**config.mk**
```make
export PLATFORM = sky130hd
export DESIGN_NAME = int4_lane_packer
export DESIGN_NICKNAME = d
export VERILOG_FILES = /design/src/rtl/int4pack_pkg.sv /design/src/rtl/nib_saturator.sv /design/src/rtl/lane_assembler.sv /design/src/rtl/beat_holder.sv /design/src/rtl/int4_lane_packer.sv
export SDC_FILE = /design/constraint.sdc
export NUM_CORES = 1
export LEC_CHECK = 0
export BUFFER_PORTS_ARGS = -buffer_cell sky130_fd_sc_hd__buf_2
export CAP_MARGIN = 15
export CORE_MARGIN = 3
export CORE_UTILIZATION = 31
export CTS_CLUSTER_DIAMETER = 30
export CTS_CLUSTER_SIZE = 30
export DETAILED_ROUTE_END_ITERATION = 6
export GPL_TIMING_DRIVEN = 1
export PLACE_DENSITY = 0.48
export RECOVER_POWER = 100
export SLEW_MARGIN = 10
export SYNTH_ARGS = -nofsm -noshare
export SYNTH_HDL_FRONTEND = slang
export SYNTH_HIERARCHICAL = 1
export SYNTH_SLANG_ARGS = --single-unit
```
**constraint.sdc**
```tcl
create_clock -name clk -period 2.8 [get_ports clk]
set_input_delay 0.14 -clock clk [delete_from_list [all_inputs] [get_ports clk]]
set_output_delay 0.14 -clock clk [all_outputs]
set_load 0.03 [all_outputs]
```
**src/rtl/int4pack_pkg.sv**
```systemverilog
package int4pack_pkg;

    localparam int IN_WIDTH       = 32;
    localparam int LANE_BITS      = 4;
    localparam int LANES_PER_WORD = 8;
    localparam int WORD_BITS      = LANE_BITS * LANES_PER_WORD;
    localparam int LANE_IDX_BITS  = $clog2(LANES_PER_WORD);

    typedef logic [LANE_BITS-1:0] nibble_t;

    typedef struct packed {
        logic [WORD_BITS-1:0] word;
        logic                 last;
    } beat_t;

endpackage

```
**src/rtl/nib_saturator.sv**
```systemverilog
module nib_saturator #(
    parameter int IN_W   = 32,
    parameter int LANE_W = 4
) (
    input  logic [IN_W-1:0]   value,
    output logic [LANE_W-1:0] nib
);
    localparam logic signed [IN_W-1:0] TOP_V = IN_W'((2 ** (LANE_W - 1)) - 1);
    localparam logic signed [IN_W-1:0] BOT_V = ~TOP_V;

    logic signed [IN_W-1:0] sval;
    assign sval = value;

    always_comb begin
        if (sval > TOP_V) begin
            nib = TOP_V[LANE_W-1:0];
        end else if (sval < BOT_V) begin
            nib = BOT_V[LANE_W-1:0];
        end else begin
            nib = value[LANE_W-1:0];
        end
    end
endmodule

```
**src/rtl/lane_assembler.sv**
```systemverilog
module lane_assembler #(
    parameter int LANE_W    = 4,
    parameter int NUM_LANES = 8
) (
    input  logic                        clk,
    input  logic                        rst,
    input  logic                        take,
    input  logic [LANE_W-1:0]           nib,
    input  logic                        last_in,
    output logic                        done,
    output logic [LANE_W*NUM_LANES-1:0] word
);
    localparam int LIDX_W = $clog2(NUM_LANES);

    logic [NUM_LANES-1:0][LANE_W-1:0] acc_q;
    logic [NUM_LANES-1:0][LANE_W-1:0] merged;
    logic [LIDX_W-1:0]                lane_q;

    for (genvar g = 0; g < NUM_LANES; g++) begin : g_lane
        assign merged[g] = (lane_q == LIDX_W'(g)) ? nib : acc_q[g];
    end

    assign done = take && (last_in || (lane_q == LIDX_W'(NUM_LANES - 1)));
    assign word = merged;

    always_ff @(posedge clk) begin
        if (rst) begin
            acc_q  <= '0;
            lane_q <= '0;
        end else if (done) begin
            acc_q  <= '0;
            lane_q <= '0;
        end else if (take) begin
            acc_q  <= merged;
            lane_q <= lane_q + LIDX_W'(1);
        end
    end
endmodule

```
**src/rtl/beat_holder.sv**
```systemverilog
module beat_holder
    import int4pack_pkg::*;
(
    input  logic  clk,
    input  logic  rst,
    input  logic  load,
    input  beat_t load_beat,
    input  logic  pop_ready,
    output logic  valid,
    output beat_t beat,
    output logic  free
);
    logic  valid_q;
    beat_t beat_q;

    assign free  = !valid_q || pop_ready;
    assign valid = valid_q;
    assign beat  = beat_q;

    always_ff @(posedge clk) begin
        if (rst) begin
            valid_q <= 1'b0;
            beat_q  <= '0;
        end else if (load) begin
            valid_q <= 1'b1;
            beat_q  <= load_beat;
        end else if (pop_ready) begin
            valid_q <= 1'b0;
        end
    end
endmodule

```
**src/rtl/int4_lane_packer.sv**
```systemverilog
module int4_lane_packer
    import int4pack_pkg::*;
#(
    parameter int IN_W = IN_WIDTH
) (
    input  logic                 clk,
    input  logic                 rst,
    input  logic                 in_valid,
    output logic                 in_ready,
    input  logic [IN_W-1:0]      in_data,
    input  logic                 in_last,
    output logic                 out_valid,
    input  logic                 out_ready,
    output logic [WORD_BITS-1:0] out_word,
    output logic                 out_last
);
    nibble_t              sat_nib;
    logic                 take;
    logic                 done;
    logic [WORD_BITS-1:0] asm_word;
    logic                 free;
    beat_t                new_beat;
    beat_t                held_beat;

    assign take     = in_valid && free;
    assign in_ready = free;
    assign new_beat = '{word: asm_word, last: in_last};

    nib_saturator #(.IN_W(IN_W), .LANE_W(LANE_BITS)) u_sat (
        .value (in_data),
        .nib   (sat_nib)
    );

    lane_assembler #(.LANE_W(LANE_BITS), .NUM_LANES(LANES_PER_WORD)) u_asm (
        .clk     (clk),
        .rst     (rst),
        .take    (take),
        .nib     (sat_nib),
        .last_in (in_last),
        .done    (done),
        .word    (asm_word)
    );

    beat_holder u_out (
        .clk       (clk),
        .rst       (rst),
        .load      (done),
        .load_beat (new_beat),
        .pop_ready (out_ready),
        .valid     (out_valid),
        .beat      (held_beat),
        .free      (free)
    );

    assign out_word = held_beat.word;
    assign out_last = held_beat.last;
endmodule

```
Yosys cells after proc, flatten, opt, wreduce, memory -nomap -nowiden

Index checks and enable logic that the tools add are counted.

Bits in registers: 69
Input port bits: 37
Output and inout bits: 35
Logic and storage cells: 42

Add/subtract/negate cells: 1
$lt $le $gt $ge: 2
Eq/ne operators: 7
Muxes and demuxes: 12
Reduce and logical (&&, ||, !) cells: 8

Operators with widths:

| cell                                                            | number |
|---|---|
| 2-to-1 mux 4 bit                                                | 10 |
| greater-than comparator 32 x 4 -> 1 bit (second input constant) | 1 |
| less-than comparator 32 x 4 -> 1 bit (second input constant)    | 1 |
| == test 3 bit (second input constant)                           | 4 |
| == test 3 x 2 -> 1 bit (second input constant)                  | 2 |
| adder 3 x 1 -> 3 bit (second input constant)                    | 1 |
| == test 3 x 1 -> 1 bit (second input constant)                  | 1 |
| logical NOT 3 bit                                               | 1 |
| logical AND 1 bit                                               | 2 |
| logical OR 1 bit                                                | 2 |
| 2-to-1 mux 1 bit                                                | 2 |
| nonzero test 2 bit                                              | 1 |
| OR reduction 2 bit                                              | 1 |
| logical NOT 1 bit                                               | 1 |

Logic depth before layout (Yosys ltp)

Gate-level depths: netlist of the first run.

Word-level depth: 5
Gate-level depth with buffers: 8
Depth with buffers taken out: 7

Hierarchy

The synthesis of the first run kept the hierarchy.

Modules (own cells, without submodules):

| module           | instances | cells each | area each (um^2) | seq. area each (um^2) |
|---|---|---|---|---|
| lane_assembler   | 1         | 171        | 1784.2           | 700.7 |
| beat_holder      | 1         | 111        | 1238.7           | 680.7 |
| nib_saturator    | 1         | 29         | 187.7            | 0.0 |
| int4_lane_packer | 1         | 1          | 6.3              | 0.0 |

Least setup slack after synthesis of the first run

No wires, ideal clock.

Kind: reg2reg
From: register u_out.valid_q, in the netlist u_out/valid
To: register u_asm/acc_q[11] (netlist bit)
Library setup time: 0.064 ns
Arrival time: 1.811 ns
Required time: 2.736 ns
Setup slack: 0.925 ns
Cell stages (with the launch flop): 9
Path buffers: 3
Clock period less this slack: 1.875 ns
Cells stage by stage: dfxtp_1 nand2b_1 and2_1 buf_4 o21a_1 or2_1 buf_6 buf_6 nor2_1

Cells in the longest elaborated chain, start to end: 5

RTL lines:

| item                                | line                   | text |
|---|---|---|
| start, declared                     | beat_holder.sv:13      | `logic valid_q;` |
| start signal, assigned              | beat_holder.sv:22      | `valid_q <= 1'b0;` |
| start signal, assigned              | beat_holder.sv:25      | `valid_q <= 1'b1;` |
| start signal, assigned              | beat_holder.sv:28      | `valid_q <= 1'b0;` |
| logical NOT 1 bit                   | beat_holder.sv:16      | `assign free = !valid_q \|\| pop_ready;` |
| logical OR 1 bit                    | beat_holder.sv:16      |  |
| net in_ready                        | int4_lane_packer.sv:9  | `output logic in_ready,` |
| logical AND 1 bit                   | int4_lane_packer.sv:25 | `assign take = in_valid && free;` |
| net take                            | int4_lane_packer.sv:18 | `logic take;` |
| logical AND 1 bit                   | lane_assembler.sv:23   | `assign done = take && (last_in \|\| (lane_q == LIDX_W'(NUM_LANES - 1)));` |
| net done                            | int4_lane_packer.sv:19 | `logic done;` |
| OR reduction 2 bit (no source line) | n/a                    |  |
| end signal, assigned                | lane_assembler.sv:34   | `acc_q <= merged;` |
| end, declared                       | lane_assembler.sv:15   | `logic [NUM_LANES-1:0][LANE_W-1:0] acc_q;` |

The timed path passes the listed nets, and every way through them passes these cells.
A chain may end at the register's enable or synchronous reset.

Worst setup path in the final report of the first run

From: register u_asm.lane_q[2]
To: register u_asm/acc_q[19] (netlist bit)

Cells in the longest elaborated chain, start to end: 4
Elaborated cells between the ends (all ways): 6
Classes of those cells: 2 x eq/ne; 1 x mux; 3 x reduce/logical

RTL lines:

| item                                | line                   | text |
|---|---|---|
| start, declared                     | lane_assembler.sv:17   | `logic [LIDX_W-1:0] lane_q;` |
| start signal, assigned              | lane_assembler.sv:35   | `lane_q <= lane_q + LIDX_W'(1);` |
| == test 3 bit                       | lane_assembler.sv:23   |  |
| logical OR 1 bit                    | lane_assembler.sv:23   |  |
| logical AND 1 bit                   | lane_assembler.sv:23   |  |
| net done                            | int4_lane_packer.sv:19 |  |
| OR reduction 2 bit (no source line) | n/a                    |  |

The timed path passes the listed nets, and every way through them passes these cells.

==> out/summary.json, run 1 <==
{
  "status": "completed",
  "rsz_0062_raised_after_global_routing": "no",
  "number_of_setup_buffers_added_after_cts": 0,
  "postRouteAntennaNets": 0,
  "cts_buffer_depth": 2,
  "finalHoldViolCount": 0,
  "synth.ff_latch_count": 69,
  "cap_viol_max_count": 0,
  "vdd_drop_max_mv": 0.268,
  "crit_path_max_fanout": 15,
  "postSynthCellCount": 312,
  "totalWireLength_mm": 7.05,
  "die-area_sq_mm": 0.0116,
  "finClkSkew_ns": 0.00908,
  "design_power_total_uw": 2110,
  "total_leakage_power_uw": 0.00165,
  "share_clk_of_total_power_pct": 41.1,
  "route.detailed.vias_per_inst": 4.59,
  "clock_tree.root_cell": "clkbuf_8",
  "die_height_um": 108,
  "gp_routability_congestion": 0.686,
  "core-area_sq_mm": 0.00991,
  "number_of_standard_cells_in_the_final_layout_excluding_fillers": 521,
  "cpMaxStageDelayCell": "dfxtp_1",
  "synthesis.area_per_instance_sq_um": 10.3,
  "nets_finish": 426,
  "accumulated_negative_setup_slack_ns": 0,
  "synth.cell_area_sq_mm": 0.00322,
  "cellInternalPower_uw": 1580,
  "sw_frac_of_total_pct": 24.8,
  "post_cts_resize_count": 0,
  "synthesis.yosys.warnings": 6,
  "mappedNetlistNets": 355,
  "fin_util_pct": 38.4,
  "combinationalPowerShare_pct": 10.9,
  "io_pins": 72,
  "floorplan.initialDensity_pct": 32.5,
  "netlist-cell-type-count": 27,
  "portBuffers": 71,
  "cts_buffers": 9,
  "cts.htree.levels": 3,
  "cts_sinks": 69,
  "clock.fmax_mhz": 454,
  "drcViolationCount": 0,
  "antenna_found_initial": 0,
  "seqPwrFrac_pct": 48.0,
  "cp-end-kind": "flip-flop",
  "launching_element_type_of_the_critical_path": "flip-flop",
  "tritoncts": "built",
  "worstPathArrival_ns": 2.44,
  "timing_max_transition_violations_final": 0,
  "filler_cell_count": 1057,
  "std_cell_rows": 36,
  "grt_pass1_vias": 2420,
  "first_pass_iters": 5,
  "wl_per_cell_um": 13.5,
  "critPathMaxStageDelay_ns": 0.59,
  "final_layout_size_suffix_gt1_share_pct": 25.3,
  "clock_pin_slew_reported_for_the_worst_setup_and_hold_paths_after_clock_tree_synthesis_ns": 0.07,
  "grt_first_pass_wirelength_mm": 11.8,
  "areaGrowthSynthToFinish_pct": 18.4,
  "hold-worst-slack_ns": 0.0667,
  "power_switching_uw": 523,
  "fin_crit_ns": 2.20,
  "crit_path_cell_trace": "ha_1 -> o21a_2 -> or2_0 -> buf_4 -> nor2_1",
  "setup_viol_count_final": 0,
  "worst_slew_pin_slew_ns": 0.741,
  "diodes": 0,
  "vias": 2392,
  "drt-initial-drc-count": 78,
  "dp.cells": 505,
  "grt_remaining_overflow": 0,
  "final_min_period_over_clock_period_pct": 78.6,
  "holdBufCountCts": 0,
  "hp-class": "in2reg",
  "worst_skew_pair.late_latency_ns": 0.35,
  "powerDensity_mw_per_mm2": 553,
  "hpwlAfterDp_mm": 4.88,
  "timing.critical_path.max_delay_family": "simple AND/OR/NAND/NOR gates",
  "gr_usage_total_pct": 13.0,
  "pin_count_of_the_biggest_net_entering_global_routing": 35,
  "timing.slew.headroom_pct": 50.6,
  "critical_path_buf_inv_count": 1,
  "critical_path_required_ns": 3.04,
  "setup.worst_path.class": "reg2reg",
  "die_w_um": 108,
  "seq_area_frac_synth_pct": 42.9
}
==> per-layer routing <==
metal | global-route usage (%) | share of wire (%)
met3 | 4.50 | 6.2
met1 | 16.5 | 48
met5 | 0 | 0
met2 | 20.4 | 45
met4 | 4.51 | 1.5
==> registers in the layout, summed over array words and instances (netlist names) <==
name / count
u_out/beat: 33
u_asm/acc_q: 32
u_asm/lane_q: 3
u_out/valid: 1
==> cell type report <==
class | count | area [sq um] | area share [%]
multi-input cells | 219 | 1650 | 43.4
clock inverters | 4 | 55.1 | 1.45
flip-flops and latches | 69 | 1380 | 36.3
clock buffers | 12 | 165 | 4.34
well taps | 133 | 166 | 4.37
repair buffers | 80 | 374 | 9.82
inverters | 4 | 15.0 | 0.394
==> cells in the final DEF, fill, tap and decap left out <==
| cell | netlist | layout |
|---|---|---|
| o21ai_0 | 3 | 3 |
| a21oi_1 | 1 | 1 |
| buf_2 | 4 | 36 |
| clkbuf_2 | 0 | 2 |
| nor2b_1 | 3 | 3 |
| clkinvlp_4 | 0 | 1 |
| nor4_1 | 3 | 3 |
| nor2_1 | 69 | 69 |
| dfxtp_1 | 69 | 69 |
| o21a_2 | 0 | 1 |
| a211oi_1 | 1 | 1 |
| clkinv_4 | 0 | 2 |
| nor4_2 | 4 | 4 |
| nand4_1 | 9 | 9 |
| ha_1 | 6 | 6 |
| xnor2_1 | 1 | 1 |
| nand2_1 | 3 | 3 |
| or2_0 | 0 | 1 |
| clkbuf_1 | 7 | 35 |
| mux2i_1 | 66 | 66 |
| clkbuf_8 | 0 | 12 |
| bufinv_16 | 0 | 1 |
| mux2_2 | 32 | 32 |
| nor3_1 | 5 | 5 |
| nand3b_1 | 3 | 3 |
| and2_1 | 1 | 1 |
| buf_4 | 1 | 7 |
| nand2b_1 | 1 | 1 |
| nand3_1 | 6 | 6 |
| inv_1 | 4 | 4 |
==> cells by family (layout without fill, tap and decap cells) <==
kind of cell	Yosys count	after routing	synth area share [%]
flip-flops	69	69	42.9
adder cells (fa/ha/maj)	6	6	2.33
XOR/XNOR	1	1	0.272
multiplexers	98	98	31.7
AND/OR/NAND/NOR	108	108	15.9
AO/OA/AOI/OAI	6	6	1.09
buffers and inverters	24	100	5.76
==> cells in the mapped netlist (all sizes together) <==
cell type / count / area (sq um)
a211oi: 1 / 7.51
a21oi: 1 / 5.00
and2: 1 / 6.26
buf: 13 / 144
clkbuf: 7 / 26.3
dfxtp: 69 / 1380
ha: 6 / 75.1
inv: 4 / 15.0
mux2: 32 / 360
mux2i: 66 / 661
nand2: 3 / 11.3
nand2b: 1 / 6.26
nand3: 6 / 30.0
nand3b: 3 / 22.5
nand4: 9 / 56.3
nor2: 69 / 259
nor2b: 3 / 18.8
nor3: 5 / 25.0
nor4: 7 / 68.8
o21a: 1 / 7.51
o21ai: 3 / 15.0
or2: 1 / 6.26
xnor2: 1 / 8.76
==> worst paths after layout <==
check | startpoint | endpoint | slack, ns | cells past startpoint
worst max-delay path | u_asm/lane_q[2] | u_asm/acc_q[19] | 0.60 | 5
worst min-delay path | in_last | u_out/beat[0] | 0.07 | 3
worst max register to register | u_asm/lane_q[2] | u_asm/acc_q[19] | 0.60 | 5
worst min register to register | u_out/beat[7] | u_out/beat[7] | 0.49 | 2
==> worst register-to-register path, cell delays in order (launching register included) <==
cell and delay (ns):
dfxtp_1 0.59, ha_1 0.36, o21a_2 0.19, or2_0 0.58, buf_4 0.31, nor2_1 0.06
==> per-stage QoR <==
step | worst slack [ns] | instance area, sq um
after floorplan | 0.925 | 3220
after global placement | 0.847 | 3640
after detailed placement | 0.850 | 3640
after CTS | 0.831 | 3860
after global routing | 0.373 | 3810
final | 0.598 | 3810
==> power by group through the flow <==
stage / clock, uW / sequential [uW] / combinational (uW)
2_1_floorplan: 0 / 1050 / 160
3_3_place_gp: 0 / 1030 / 232
3_5_place_dp: 0 / 1030 / 233
4_1_cts: 902 / 1010 / 235
5_1_grt: 937 / 1010 / 253
6_report: 865 / 1010 / 230
(Power assumes the default switching activity.)
==> inputs of run 2 (changes only) <==
Settings changed: PLACE_DENSITY 0.48 to 0.49.
Clock period 2.8 ns to 1.85 ns, I/O delays scaled along.
==> run 2 against run 1 <==
Net effect:
- register-to-register slack got worse by 0.46 ns
- via count rose by 1.0%
- global-route usage fell by 0.33 points
- final cell count rose by 1.2%
- sequential share of layout area fell by 0.54 points
- sequential cell count did not move
- die area did not move
- cell area rose by 1.5%
==> out/summary.json, run 2 (synthesis gave the netlist of run 1 again) <==
{
  "status": "completed",
  "first_pass_iters": {"value": 4, "change": "-1"},
  "cts_buffer_depth": {"value": 2, "change": "unchanged"},
  "ff2ff_path_depth": {"value": 6, "change": "+1"},
  "gr_usage_total": {"value": 12.6, "unit": "%", "change": "-0.33 points"},
  "floorplan.initialDensity": {"value": 32.5, "unit": "%", "change": "unchanged"},
  "power_switching": {"value": 799, "unit": "uW", "change": "+53%"},
  "design_power_total": {"value": 3270, "unit": "uW", "change": "+55%"},
  "cp.depth": {"value": 6, "change": "+1"},
  "cts.htree.levels": {"value": 3, "change": "unchanged"},
  "powerDensity": {"value": 845, "unit": "mW/mm^2", "change": "+53%"},
  "critical_path_buf_inv_count": {"value": 1, "change": "unchanged"},
  "vdd_drop_max": {"value": 0.416, "unit": "mV", "change": "+55%"},
  "cap_viol_max_count": {"value": 0, "change": "unchanged"},
  "sw_frac_of_total": {"value": 24.5, "unit": "%", "change": "-0.39 points"},
  "die-area": {"value": 0.0116, "unit": "sq mm", "change": "unchanged"},
  "number_of_setup_buffers_added_after_cts": {"value": 0, "change": "unchanged"},
  "grt_remaining_overflow": {"value": 0, "change": "unchanged"},
  "total_leakage_power": {"value": 0.00168, "unit": "uW", "change": "+1.8%"},
  "std_cell_rows": {"value": 36, "change": "unchanged"},
  "nets_finish": {"value": 432, "change": "+1.4%"},
  "setup_viol_count_final": {"value": 0, "change": "unchanged"},
  "cts_sinks": {"value": 69, "change": "unchanged"},
  "drcViolationCount": {"value": 0, "change": "unchanged"},
  "regToRegEndpoint": "u_asm/acc_q[19]",
  "worst_slew_pin_slew": {"value": 0.410, "unit": "ns", "change": "-0.331 ns"},
  "timing.slew.headroom": {"value": 72.7, "unit": "%", "change": "+22 points"},
  "io_pins": {"value": 72, "change": "unchanged"},
  "worst_skew_pair.late_latency": {"value": 0.34, "unit": "ns", "change": "about the same"},
  "clock_pin_slew_reported_for_the_worst_setup_and_hold_paths_after_clock_tree_synthesis": {"value": 0.07, "unit": "ns", "change": "about the same"},
  "share_clk_of_total_power": {"value": 42.2, "unit": "%", "change": "+1.1 points"},
  "core-area": {"value": 0.00991, "unit": "sq mm", "change": "unchanged"},
  "globalRoute.busiestLayer": "met2",
  "cp-end-kind": "flip-flop",
  "vias": {"value": 2416, "change": "+1.0%"},
  "cpMaxStageDelayCell": "dfxtp_1",
  "crit_path_cell_trace": "ha_1 -> ha_1 -> o21a_2 -> or2_1 -> buf_4 -> nor2_1",
  "wl_per_cell": {"value": 13.2, "unit": "um", "change": "-2.4%"},
  "drt-initial-drc-count": {"value": 68, "change": "-13%"},
  "timing.critical_path.max_delay_family": "adder cells",
  "hold-worst-slack": {"value": 0.0352, "unit": "ns", "change": "-0.0315 ns"},
  "pin_count_of_the_biggest_net_entering_global_routing": {"value": 35, "change": "unchanged"},
  "clock.fmax": {"value": 584, "unit": "MHz", "change": "+29%"},
  "final_layout_size_suffix_gt1_share": {"value": 25.6, "unit": "%", "change": "+0.38 points"},
  "antenna_found_initial": {"value": 0, "change": "unchanged"},
  "worstPathArrival": {"value": 1.99, "unit": "ns", "change": "-0.45 ns"},
  "critPathMaxStageDelay": {"value": 0.35, "unit": "ns", "change": "-0.24 ns"},
  "diodes": {"value": 0, "change": "unchanged"},
  "holdPathEnd": "u_out/beat[0]",
  "critical_path_required": {"value": 2.13, "unit": "ns", "change": "-0.91 ns"},
  "portBuffers": {"value": 71, "change": "unchanged"},
  "rsz_0062_raised_after_global_routing": "no",
  "clock_tree.root_cell": "clkbuf_8",
  "tritoncts": "built",
  "gr_layer_usage_met1": {"value": 16.4, "unit": "%", "change": "-0.10 points"},
  "finalHoldViolCount": {"value": 0, "change": "unchanged"},
  "hp-start": "in_last",
  "largest_register_ff_count": {"value": 33, "change": "unchanged"},
  "combinationalPowerShare": {"value": 11.1, "unit": "%", "change": "+0.2 points"},
  "totalWireLength": {"value": 6.96, "unit": "mm", "change": "-1.2%"},
  "die_w": {"value": 108, "unit": "um", "change": "unchanged"},
  "setup.reg_to_reg.worst_slack": {"value": 0.14, "unit": "ns", "change": "-0.46 ns"},
  "final_critical_path_setup_slack": {"value": 0.139, "unit": "ns", "change": "-0.459 ns"},
  "seqPwrFrac": {"value": 46.7, "unit": "%", "change": "-1.3 points"},
  "met2_usage": {"value": 20.0, "unit": "%", "change": "-0.40 points"},
  "launching_element_type_of_the_critical_path": "flip-flop",
  "setup.worst_path.class": "reg2reg",
  "die_height": {"value": 108, "unit": "um", "change": "unchanged"},
  "grt_util_met3": {"value": 3.36, "unit": "%", "change": "-1.1 points"},
  "timing_max_transition_violations_final": {"value": 0, "change": "unchanged"},
  "worst_r2r_startpoint": "u_asm/lane_q[0]",
  "areaGrowthSynthToFinish_pct": 20.2,
  "highest_count_cells_in_the_layout_ignoring_fill_and_taps": "nor2_1 (69), dfxtp_1 (69), mux2i_1 (66)",
  "fin_crit": {"value": 1.71, "unit": "ns", "change": "-0.491 ns"},
  "postRouteAntennaNets": {"value": 0, "change": "unchanged"},
  "gp_routability_congestion": {"value": 0.729, "change": "+6.1%"},
  "crit_top_cell": "ha_1",
  "hp-class": "in2reg",
  "finClkSkew": {"value": 0.00579, "unit": "ns", "change": "-0.00329 ns"},
  "grt_first_pass_wirelength": {"value": 11.6, "unit": "mm", "change": "-2.1%"},
  "final_min_period_over_clock_period": {"value": 92.5, "unit": "%", "change": "+14 points"},
  "cts_buffers": {"value": 9, "change": "unchanged"},
  "cellInternalPower": {"value": 2470, "unit": "uW", "change": "+56%"},
  "holdBufCountCts": {"value": 0, "change": "unchanged"},
  "route.detailed.vias_per_inst": {"value": 4.58, "change": "-0.15%"},
  "grt_pass1_vias": {"value": 2425, "change": "+0.21%"},
  "hold_depth": {"value": 3, "change": "unchanged"},
  "crit_path_max_fanout": {"value": 14, "change": "-1"},
  "hpwlAfterDp": {"value": 4.86, "unit": "mm", "change": "-0.50%"},
  "pre_cts_ws": {"value": -0.0146, "unit": "ns", "change": "-0.864 ns"}
}
run 2: cell types whose count changed in the layout (fill, tap and decap cells not counted), sizes merged:
| cell | previous run | this run |
|---|---|---|
| buf | 43 | 49 |
| bufinv | 1 | 2 |
| clkbuf | 49 | 48 |
| clkinv | 2 | 1 |
| clkinvlp | 1 | 2 |
run 2: final cells by class:
type / instances / area, sq um
well taps: 133 / 166
multi-input cells: 219 / 1660
inverters: 4 / 15.0
fillers: 1041 / 6040
clock inverters: 5 / 83.8
flip-flops and latches: 69 / 1380
repair buffers: 86 / 422
clock buffers: 11 / 141
run 2: how the worst max path moves through the flow:
stage	end	slack [ns]	from
detailed placement	u_out/beat[13]	-0.01	in_data[28]
global placement	u_out/beat[13]	0.004	in_data[28]
CTS	u_asm/acc_q[19]	0.11	u_asm/lane_q[0]
global route	u_out/beat[0]	0.01	u_asm/lane_q[0]
floorplan	u_asm/acc_q[11]	0.08	u_out/valid
finish	u_asm/acc_q[19]	0.14	u_asm/lane_q[0]
run 2: repair_timing:
action / in CTS / in global routing
resized for setup: 1 / 1
gates cloned: 0 / 0
setup endpoints to repair: 4 / 1
run 2: worst min-delay path: stages:
cell     delay [ns]
buf_2          0.11
mux2i_1        0.07
nor2_1         0.07
run 2: metrics by stage:
stage	setup TNS, ns	utilization (%)	std cells	cell area [sq um]
after global routing	0	39.0	527	3870
after floorplan	0	-	312	3220
after CTS	0	39.5	527	3910
after detailed placement	-0.0214	37.2	511	3680
final	0	39.0	527	3870
after global placement	0	37.2	511	3680
run 2: power by group through the flow:
| stage | combinational [uW] | sequential (uW) | clock [uW] |
|---|---|---|---|
| 2_1_floorplan | 242 | 1580 | 0 |
| 3_3_place_gp | 366 | 1560 | 0 |
| 3_5_place_dp | 369 | 1560 | 0 |
| 4_1_cts | 372 | 1530 | 1430 |
| 5_1_grt | 401 | 1530 | 1490 |
| 6_report | 362 | 1530 | 1380 |
run 2: metal layers:
layer	wire [um]	share of wire (%)
met1	3320	48
met4	127	1.8
met5	0	0
met2	3130	45
met3	376	5.4
